### src/rtl/acc_pkg.sv
package acc_pkg;
  localparam int unsigned ACC_W = 4;

  typedef struct packed {
    logic clr;
    logic load;
    logic xfer;
  } acc_ctl_t;
endpackage

### src/rtl/acc_operand_reg.sv
module acc_operand_reg #(
  parameter int unsigned W = acc_pkg::ACC_W
) (
  input  logic         clk,
  input  logic         rst_n,
  input  logic         load,
  input  logic [W-1:0] d_in,
  output logic [W-1:0] q_out
);
  always_ff @(posedge clk) begin
    if (!rst_n)
      q_out <= '0;
    else if (load)
      q_out <= d_in;
  end
endmodule

### src/rtl/acc_ripple_adder.sv
module acc_ripple_adder #(
  parameter int unsigned W = acc_pkg::ACC_W
) (
  input  logic [W-1:0] a_in,
  input  logic [W-1:0] b_in,
  output logic [W-1:0] s_out,
  output logic         c_out
);
  logic [W:0] carry;

  assign carry[0] = 1'b0;

  for (genvar i = 0; i < W; i++) begin : g_bit
    logic p, g;
    assign p          = a_in[i] ^ b_in[i];
    assign g          = a_in[i] & b_in[i];
    assign s_out[i]   = p ^ carry[i];
    assign carry[i+1] = g | (p & carry[i]);
  end

  assign c_out = carry[W];
endmodule

### src/rtl/acc_sum_reg.sv
module acc_sum_reg #(
  parameter int unsigned W = acc_pkg::ACC_W
) (
  input  logic              clk,
  input  logic              rst_n,
  input  acc_pkg::acc_ctl_t ctl,
  input  logic [W-1:0]      sum_in,
  output logic [W-1:0]      q_out
);
  always_ff @(posedge clk) begin
    if (!rst_n)
      q_out <= '0;
    else if (ctl.clr)
      q_out <= '0;
    else if (ctl.xfer)
      q_out <= sum_in;
  end
endmodule

### src/rtl/acc_load_xfer_top.sv
module acc_load_xfer_top #(
  parameter int unsigned W = acc_pkg::ACC_W
) (
  input  logic         clk,
  input  logic         rst_n,
  input  logic         clr_n,
  input  logic         load,
  input  logic         transfer,
  input  logic [W-1:0] opnd_in,
  output logic [W-1:0] acc_a,
  output logic [W-1:0] sum_s,
  output logic         carry_out
);
  acc_pkg::acc_ctl_t ctl;
  logic [W-1:0]      opnd_q;

  assign ctl.clr  = ~clr_n;
  assign ctl.load = load;
  assign ctl.xfer = transfer;

  acc_operand_reg #(.W(W)) u_opnd (
    .clk  (clk),
    .rst_n(rst_n),
    .load (ctl.load),
    .d_in (opnd_in),
    .q_out(opnd_q)
  );

  acc_ripple_adder #(.W(W)) u_add (
    .a_in (acc_a),
    .b_in (opnd_q),
    .s_out(sum_s),
    .c_out(carry_out)
  );

  acc_sum_reg #(.W(W)) u_acc (
    .clk   (clk),
    .rst_n (rst_n),
    .ctl   (ctl),
    .sum_in(sum_s),
    .q_out (acc_a)
  );
endmodule

### config.mk
export PLATFORM = sky130hd
export DESIGN_NAME = acc_load_xfer_top
export DESIGN_NICKNAME = d
export VERILOG_FILES = /design/src/rtl/acc_pkg.sv /design/src/rtl/acc_operand_reg.sv /design/src/rtl/acc_ripple_adder.sv /design/src/rtl/acc_sum_reg.sv /design/src/rtl/acc_load_xfer_top.sv
export SDC_FILE = /design/constraint.sdc
export NUM_CORES = 1
export LEC_CHECK = 0
export CAP_MARGIN = 15
export CORE_AREA = 2 2 39 41
export DETAILED_ROUTE_END_ITERATION = 12
export DIE_AREA = 0 0 41 43
export PLACE_DENSITY = 0.74
export SKIP_LAST_GASP = 1
export SLEW_MARGIN = 40
export SYNTH_ARGS = -nofsm -noshare
export SYNTH_HDL_FRONTEND = slang
export SYNTH_SLANG_ARGS = --single-unit
### constraint.sdc
create_clock -name clk -period 2.25 [get_ports clk]
set_clock_uncertainty 0.1 [all_clocks]
set_input_delay 0.225 -clock clk [delete_from_list [all_inputs] [get_ports clk]]
set_output_delay 0.225 -clock clk [all_outputs]
set_load 0.03 [all_outputs]
* Word-level counts from Yosys, hierarchy flattened
Index checks and enable logic that the tools add are counted.
** Storage, ports and cells
- Bits in registers :: 8
- Bits of input ports :: 9
- Output and inout bits :: 9
- Word-level logic and storage cells :: 20
** Cells by class
- Bitwise gates (word level) :: 17
- Reduce and logical (&&, ||, !) cells :: 1
** Operator list (number)
- 1-bit bitwise AND :: 7
- 1-bit bitwise XOR :: 7
- 1-bit OR :: 3
- 2-bit AND reduction :: 1

* Longest topological paths before layout
Gate-level depths: netlist of the first run.
- Word-level depth :: 7
- Depth in mapped cells :: 6
- Mapped depth without buffers :: 6

* Hierarchy
Synthesis of the first run repeated with hierarchy kept, for this count alone.
** Unflattened totals
- Cells, all modules :: 38
- Area total of the unflattened synthesis :: 405.4 sq um
** By module, submodules not included
- acc_operand_reg :: times used 1, cells an instance 13, area an instance 156.4 sq um
- acc_sum_reg :: times used 1, cells an instance 14, area an instance 146.4 sq um
- acc_ripple_adder :: times used 1, cells an instance 10, area an instance 98.8 sq um
- acc_load_xfer_top :: times used 1, cells an instance 1, area an instance 3.8 sq um

* Worst setup path after synthesis of the first run
OpenSTA, ideal clock, no wires.
- Kind :: reg-to-output
- Start point :: register u_acc.q_out[0]
- End point :: output port sum_s[3]
- Data arrival time :: 2.089 ns
- Data required time :: 1.925 ns
- Path slack :: -0.164 ns
- Cell stages (with the launch flop) :: 7
- Path through :: dfxtp_1 -> ha_1 -> fa_1 -> fa_1 -> inv_1 -> fa_1 -> inv_1
** On the way
- Longest elaborated chain between the ends :: 6
** Ends and longest elaborated chain
- start, declared :: line acc_sum_reg.sv:8 : output logic [W-1:0] q_out
- start signal, assigned :: line acc_sum_reg.sv:16 : q_out <= sum_in;
- 1-bit bitwise AND :: line acc_ripple_adder.sv:16 : assign g = a_in[i] & b_in[i];
- 1-bit bitwise AND :: line acc_ripple_adder.sv:18 : assign carry[i+1] = g | (p & carry[i]);
- 1-bit OR :: line acc_ripple_adder.sv:18
- 1-bit bitwise AND :: line acc_ripple_adder.sv:18
- 1-bit OR :: line acc_ripple_adder.sv:18
- 1-bit bitwise XOR :: line acc_ripple_adder.sv:17 : assign s_out[i] = p ^ carry[i];
- end, declared :: line acc_load_xfer_top.sv:11 : output logic [W-1:0] sum_s,
Every way passes these cells.

* Worst setup path in the final report of the first run
Ends and elaborated chain as after synthesis.

==> results of run 1 <==
-- worst min path at each step --
stage,startpoint,slack [ps],end
after detailed placement,u_opnd.q_out[3],410,u_opnd.q_out[3]
final,u_opnd.q_out[3],420,u_opnd.q_out[3]
after global placement,u_opnd.q_out[3],400,u_opnd.q_out[3]
after CTS,u_opnd.q_out[3],420,u_opnd.q_out[3]
after floorplan,rst_n,250,u_opnd.q_out[0]
after global routing,u_opnd.q_out[3],460,u_opnd.q_out[3]
-- cell usage in the layout, fill, tap and decap left out, types with 2 or more instances in the layout --
cell type	instances
clkdlybuf4s50_1	13
dfxtp_1	7
mux2i_1	7
inv_2	2
fa_2	2
nor2_1	4
buf_4	5
clkbuf_4	3
inv_1	3
nor2b_1	4
-- cells by family after synthesis --
family          after synthesis  synth area share
simple gates                  9            0.1128
buf+inv                       8            0.1189
flops                         8            0.3902
mux                           7            0.1707
fa+ha+maj                     4            0.1768
compound gates                1           0.03048
-- state kept, by name, summed over array words and instances (netlist names) --
register / cells
u_acc.q_out: 4
u_opnd.q_out: 4
-- tightest hold or removal path: stages, from the launching register on --
cell and delay [ps]:
dfxtp_1 320, mux2i_1 60, nor2b_1 90
-- final cells by class --
type,instances,area share
Multi-Input combinational cell,21,0.3418
Timing Repair Buffer,21,0.3008
Sequential cell,8,0.2559
Clock buffer,4,0.04102
Tap cell,16,0.03125
Inverter,5,0.02930
-- stage by stage --
step	hold WS (ps)	util
floorplan	253.2	-
global placement	398.3	0.4367
detailed placement	405.1	0.4367
CTS	422.5	0.4656
global route	465.0	0.4629
finish	417.6	0.4629
-- power by group --
part,internal (W),switching (W),total (W)
clock network,0.0000681,0.0000521,0.000120
logic,0.0000421,0.0000380,0.0000801
registers,0.000147,0.00000528,0.000152
-- per-layer routing --
metal	track usage	wire (um)	part of all wire
met2	0.1563	395	0.54
met1	0.1391	292	0.40
met3	0.04712	47	0.064
met4	0.08000	0	0
met5	0	0	0
-- timing repair --
action                     4_1_cts  5_1_grt
setup buffers                    0        0
setup endpoints to repair        4        3
gates resized for setup          6        2
pin swaps                        1        1
==> flow_summary_export.csv, run 1 <==
group,metric,value,unit
status,status,"finished, violations left",
status,violations,"negative setup slack",
worst_setup_path,r2r-end,"u_acc.q_out[3]",
floorplan,die_h,43,um
clock_tree,h-tree-depth,1,
power_and_ir_drop,pwr_density_cell,550.2,nW/um^2
floorplan,io_pins,18,
clock_tree,postCtsHoldBufs,0,
drt,via_count,308,
floorplan,rows,14,
drt,ant_nets,0,
place,place_area,604.3,um^2
sta,rsz0062_at_grt,"true",
floorplan,die_w,41,um
drt,drtIter0Drc,1,
worst_setup_path,endpoint,"sum_s[3]",
global_routing,grtUsageTotal,0.1145,
worst_hold_path,hold_depth,2,
floorplan,dieArea,1763,um^2
place,pre_cts_slack,-148.1,ps
sta,max_freq,409.5,MHz
logic_synthesis,synth_top_area_frac,0.3902,
worst_setup_path,cp-start-kind,"register",
logic_synthesis,yosysMostFrequentCell,"dfxtp_1",
clock_tree,cts_tree,"built",
worst_setup_path,worstPathMaxFanout,2,
logic_synthesis,ys.flop_type,"dfxtp_1",
logic_synthesis,synth_edf_count,0,
cells_and_area,final_nets,73,
place,dpl.hpwl,595.4,um
sta,fin_crit,2442,ps
global_routing,first_global_vias,316,
cells_and_area,fillCellCount,140,
logic_synthesis,async_flop_share,0,
place,dpl.cell_count,71,
worst_setup_path,path_class,"register to output port",
worst_setup_path,cp-startpoint,"u_acc.q_out[0]",
cells_and_area,instances_no_fill,75,
worst_setup_path,cp.required,1920,ps
logic_synthesis,yosysWarningCount,0,
power_and_ir_drop,total_power,0.0003524,W
worst_setup_path,cp_num_buf_inv,3,
floorplan,core,1384,um^2
worst_setup_path,cp_slowest_cell,"fa_1",
sta,final-hold-violation-count,0,
worst_setup_path,critical-path-top-delay-family,"adder cells",
drt,via_per_inst,4.107,
logic_synthesis,avgSynthCellArea,11.09,um^2
sta,tightest_slew,301.6,ps
clock_tree,clock_sinks,8,
logic_synthesis,ys_seq_area_frac,0.3902,
logic_synthesis,synth_nets,50,
place,portBuffers,17,
worst_setup_path,rrSetupSlack,100,ps
cells_and_area,multiInputGateArea,219.0,um^2
logic_synthesis,ys_ff_latch,8,
worst_setup_path,path_cells,"ha_4 -> fa_2 -> fa_2 -> inv_2 -> fa_1 -> inv_2 -> buf_6",
cells_and_area,layout-drive-gt1-share,0.3051,
worst_setup_path,slowest_delay,440,ps
sta,period_share,1.085,
global_routing,grt_max_degree,6,
clock_tree,clock_latency,250,ps
clock_tree,cts_inserted_buffers,3,
power_and_ir_drop,vdd_drop_max,0.2502,mV
logic_synthesis,yosysTopAreaCell,"dfxtp_1",
worst_setup_path,ff2ff_path_depth,7,
worst_setup_path,end_kind,"output port",
floorplan,start_util,0.2966,
drt,wl_per_cell,9.813,um
sta,relSlewSlack,0.7983,
cells_and_area,area_growth,56.10,%
drt,drc,0,
worst_setup_path,rr_startpoint,"u_acc.q_out[0]",
logic_synthesis,syn_inst,37,
sta,finalSetupViolCount,1,
worst_setup_path,cp_data_arrival_time,2120,ps
clock_tree,root_buffer,"clkbuf_4",
global_routing,grt-ovfl-total,0,
global_routing,antenna_found_initial,0,
flow_run,maxCapViolCount,0,
logic_synthesis,synth_top_cells_by_count,"8 x dfxtp_1, 7 x mux2i_1, 5 x inv_1",
power_and_ir_drop,p_leak,0.2796,nW
cells_and_area,diodes,0,
sta,setup_tns,-192.0,ps
cells_and_area,layout.cell_area.non_filler,640.6,um^2
place,place.gp.congestion,0.6701,
clock_tree,clk_pin_slew_worst_paths,60,ps
sta,fin_ws,-192.0,ps
logic_synthesis,synth.area.top_cells,"dfxtp_1 39%, mux2i_1 17%, fa_1 15%",
clock_tree,clockBufferDepth,2,
worst_setup_path,cp.depth,7,
global_routing,grt_pass1_wl,1297,um
worst_hold_path,hold_class,"register to register",
cells_and_area,seqCellArea,163.9,um^2
drt,wirelength,736,um
drt,drtPass1Iterations,2,
logic_synthesis,syn-cell-area,410.4,um^2
sta,maxSlewViolCount,0,
logic_synthesis,ys_types,11,
Power figures use the tool's default switching activity.
==> run 2, diff against run 1 <==
- ABC_AREA: unset -> 0
- CORE_AREA: 2 2 39 41 -> unset
- CORE_UTILIZATION: unset -> 30
- DIE_AREA: 0 0 41 43 -> unset
- PLACE_DENSITY: 0.74 -> 0.72
==> flow_summary_export.csv, run 2 (synthesis results as in run 1) <==
group,metric,value,unit
status,status,"finished, violations left",
status,violations,"negative setup slack",
floorplan,die_h,38.99,um
sta,final-hold-violation-count,0,
worst_setup_path,cp-start-kind,"register",
sta,tightest_slew,304.4,ps
drt,drtPass1Iterations,2,
sta,finalSetupViolCount,1,
cells_and_area,layout-drive-gt1-share,0.2931,
clock_tree,cts_inserted_buffers,3,
worst_setup_path,cp-startpoint,"u_acc.q_out[0]",
clock_tree,clockBufferDepth,2,
clock_tree,root_buffer,"clkbuf_4",
worst_setup_path,cp.required,1920,ps
clock_tree,h-tree-depth,1,
sta,fin_crit,2431,ps
drt,via_count,304,
place,dpl.hpwl,625.6,um
place,portBuffers,17,
global_routing,first_global_vias,278,
sta,relSlewSlack,0.7964,
sta,maxSlewViolCount,0,
floorplan,die_w,38.99,um
power_and_ir_drop,vdd_drop_max,0.3374,mV
cells_and_area,instances_no_fill,72,
power_and_ir_drop,combPwrFrac,0.223,
clock_tree,clk_pin_slew_worst_paths,60,ps
global_routing,grt-ovfl-total,0,
place,place.gp.congestion,0.6716,
worst_setup_path,worstPathMaxFanout,2,
sta,max_freq,411.3,MHz
floorplan,dieArea,1520,um^2
cells_and_area,diodes,0,
sta,rsz0062_at_grt,"true",
power_and_ir_drop,pwr-share-clk,0.344,
drt,via_per_inst,4.222,
drt,ant_nets,0,
floorplan,start_util,0.3460,
worst_setup_path,path_class,"register to output port",
power_and_ir_drop,p_switching,0.00009601,W
worst_hold_path,worstHoldStart,"u_opnd.q_out[3]",
drt,wl_per_cell,10.61,um
global_routing,grt_max_degree,6,
power_and_ir_drop,switching_share,0.2728,
floorplan,rows,12,
clock_tree,clock_sinks,8,
power_and_ir_drop,internal-power,0.0002560,W
cells_and_area,reg_top3,"u_acc.q_out (4), u_opnd.q_out (4)",
worst_setup_path,rr_startpoint,"u_acc.q_out[0]",
worst_setup_path,end_kind,"output port",
global_routing,grtUsageTotal,0.1140,
sta,fin_ws,-181.3,ps
place,dpl.cell_count,68,
global_routing,grt_pass1_wl,1138,um
power_and_ir_drop,p_leak,0.2743,nW
floorplan,io_pins,18,
cells_and_area,final_nets,72,
cells_and_area,area_growth,53.66,%
cells_and_area,mostFrequentLayoutCells,"13 x clkdlybuf4s50_1, 7 x mux2i_1, 7 x dfxtp_1",
drt,wirelength,764,um
worst_setup_path,cp_data_arrival_time,2110,ps
drt,drc,0,
flow_run,maxCapViolCount,0,
clock_tree,cts_tree,"built",
power_and_ir_drop,seq_power_share,0.433,
clock_tree,clock_latency,250,ps
clock_tree,postCtsHoldBufs,0,
worst_hold_path,hold_class,"register to register",
cells_and_area,fillCellCount,114,
cells_and_area,multiInputGateArea,219.0,um^2
global_routing,antenna_found_initial,0,
drt,drtIter0Drc,2,
cells_and_area,post-route-util,0.5316,
sta,period_share,1.081,
cells_and_area,final_common_cell,"clkdlybuf4s50_1",
floorplan,core,1186,um^2
cells_and_area,seqCellArea,163.9,um^2
clock_tree,postCtsSetupBuffers,0,
power_and_ir_drop,pwr_density_cell,558.2,nW/um^2
run 2: cell count changes in the layout (fill, tap and decap cells not counted), sizes merged:
cell  previous run  this run
buf              6         5
run 2: path summary, 6_finish.rpt:
path / end / cells past startpoint / slack [ps]
hold / removal: u_opnd.q_out[3] / 2 / 430
setup reg to reg: u_acc.q_out[3] / 7 / 80
setup / recovery: sum_s[3] / 7 / -180
hold reg to reg: u_opnd.q_out[3] / 2 / 430
run 2: critical path, cell delays in order, from the launching register on:
cell,delay (ps)
dfxtp_4,350
ha_4,150
fa_2,330
fa_2,340
inv_2,60
fa_1,430
inv_2,70
buf_6,120
run 2: through the flow:
stage	setup slack, ps	cell area (um^2)	power, W	hold slack (ps)	setup TNS (ps)
after floorplan	17.09	419.2	0.0002028	253.2	0
after global placement	-123.5	594.3	0.0002319	418.0	-126.4
after detailed placement	-144.3	594.3	0.0002333	424.6	-198.9
after CTS	-202.5	634.4	0.0003580	437.2	-305.7
after global routing	-259.0	630.6	0.0003737	447.5	-259.0
final	-181.3	630.6	0.0003520	434.9	-181.3
run 2: layout make-up:
class / count / area share
Multi-Input combinational cell: 21 / 0.3472
Tap cell: 14 / 0.02778
Timing Repair Buffer: 20 / 0.2937
Inverter: 5 / 0.02976
Clock buffer: 4 / 0.04167
Sequential cell: 8 / 0.2599
run 2: power groups by stage:
stage / logic (W) / registers [W] / clock network (W)
after CTS: 0.0000797 / 0.000152 / 0.000126
after global placement: 0.0000775 / 0.000154 / 0
after detailed placement: 0.0000783 / 0.000155 / 0
after global routing: 0.0000849 / 0.000153 / 0.000136
final: 0.0000786 / 0.000152 / 0.000121
after floorplan: 0.0000452 / 0.000158 / 0
run 2: per-layer routing:
layer / track usage / share of wire / vias up
met5: 0 / 0 / -
li1: - / - / 156
met4: 0.05172 / 0 / 0
met2: 0.1958 / 0.52 / 10
met1: 0.1373 / 0.44 / 138
met3: 0.01734 / 0.039 / 0
run 2: what timing repair did:
| action | CTS | global route |
|---|---|---|
| pin swaps | 1 | 1 |
| endpoints found under the setup margin | 4 | 3 |
| gates resized for setup | 6 | 2 |
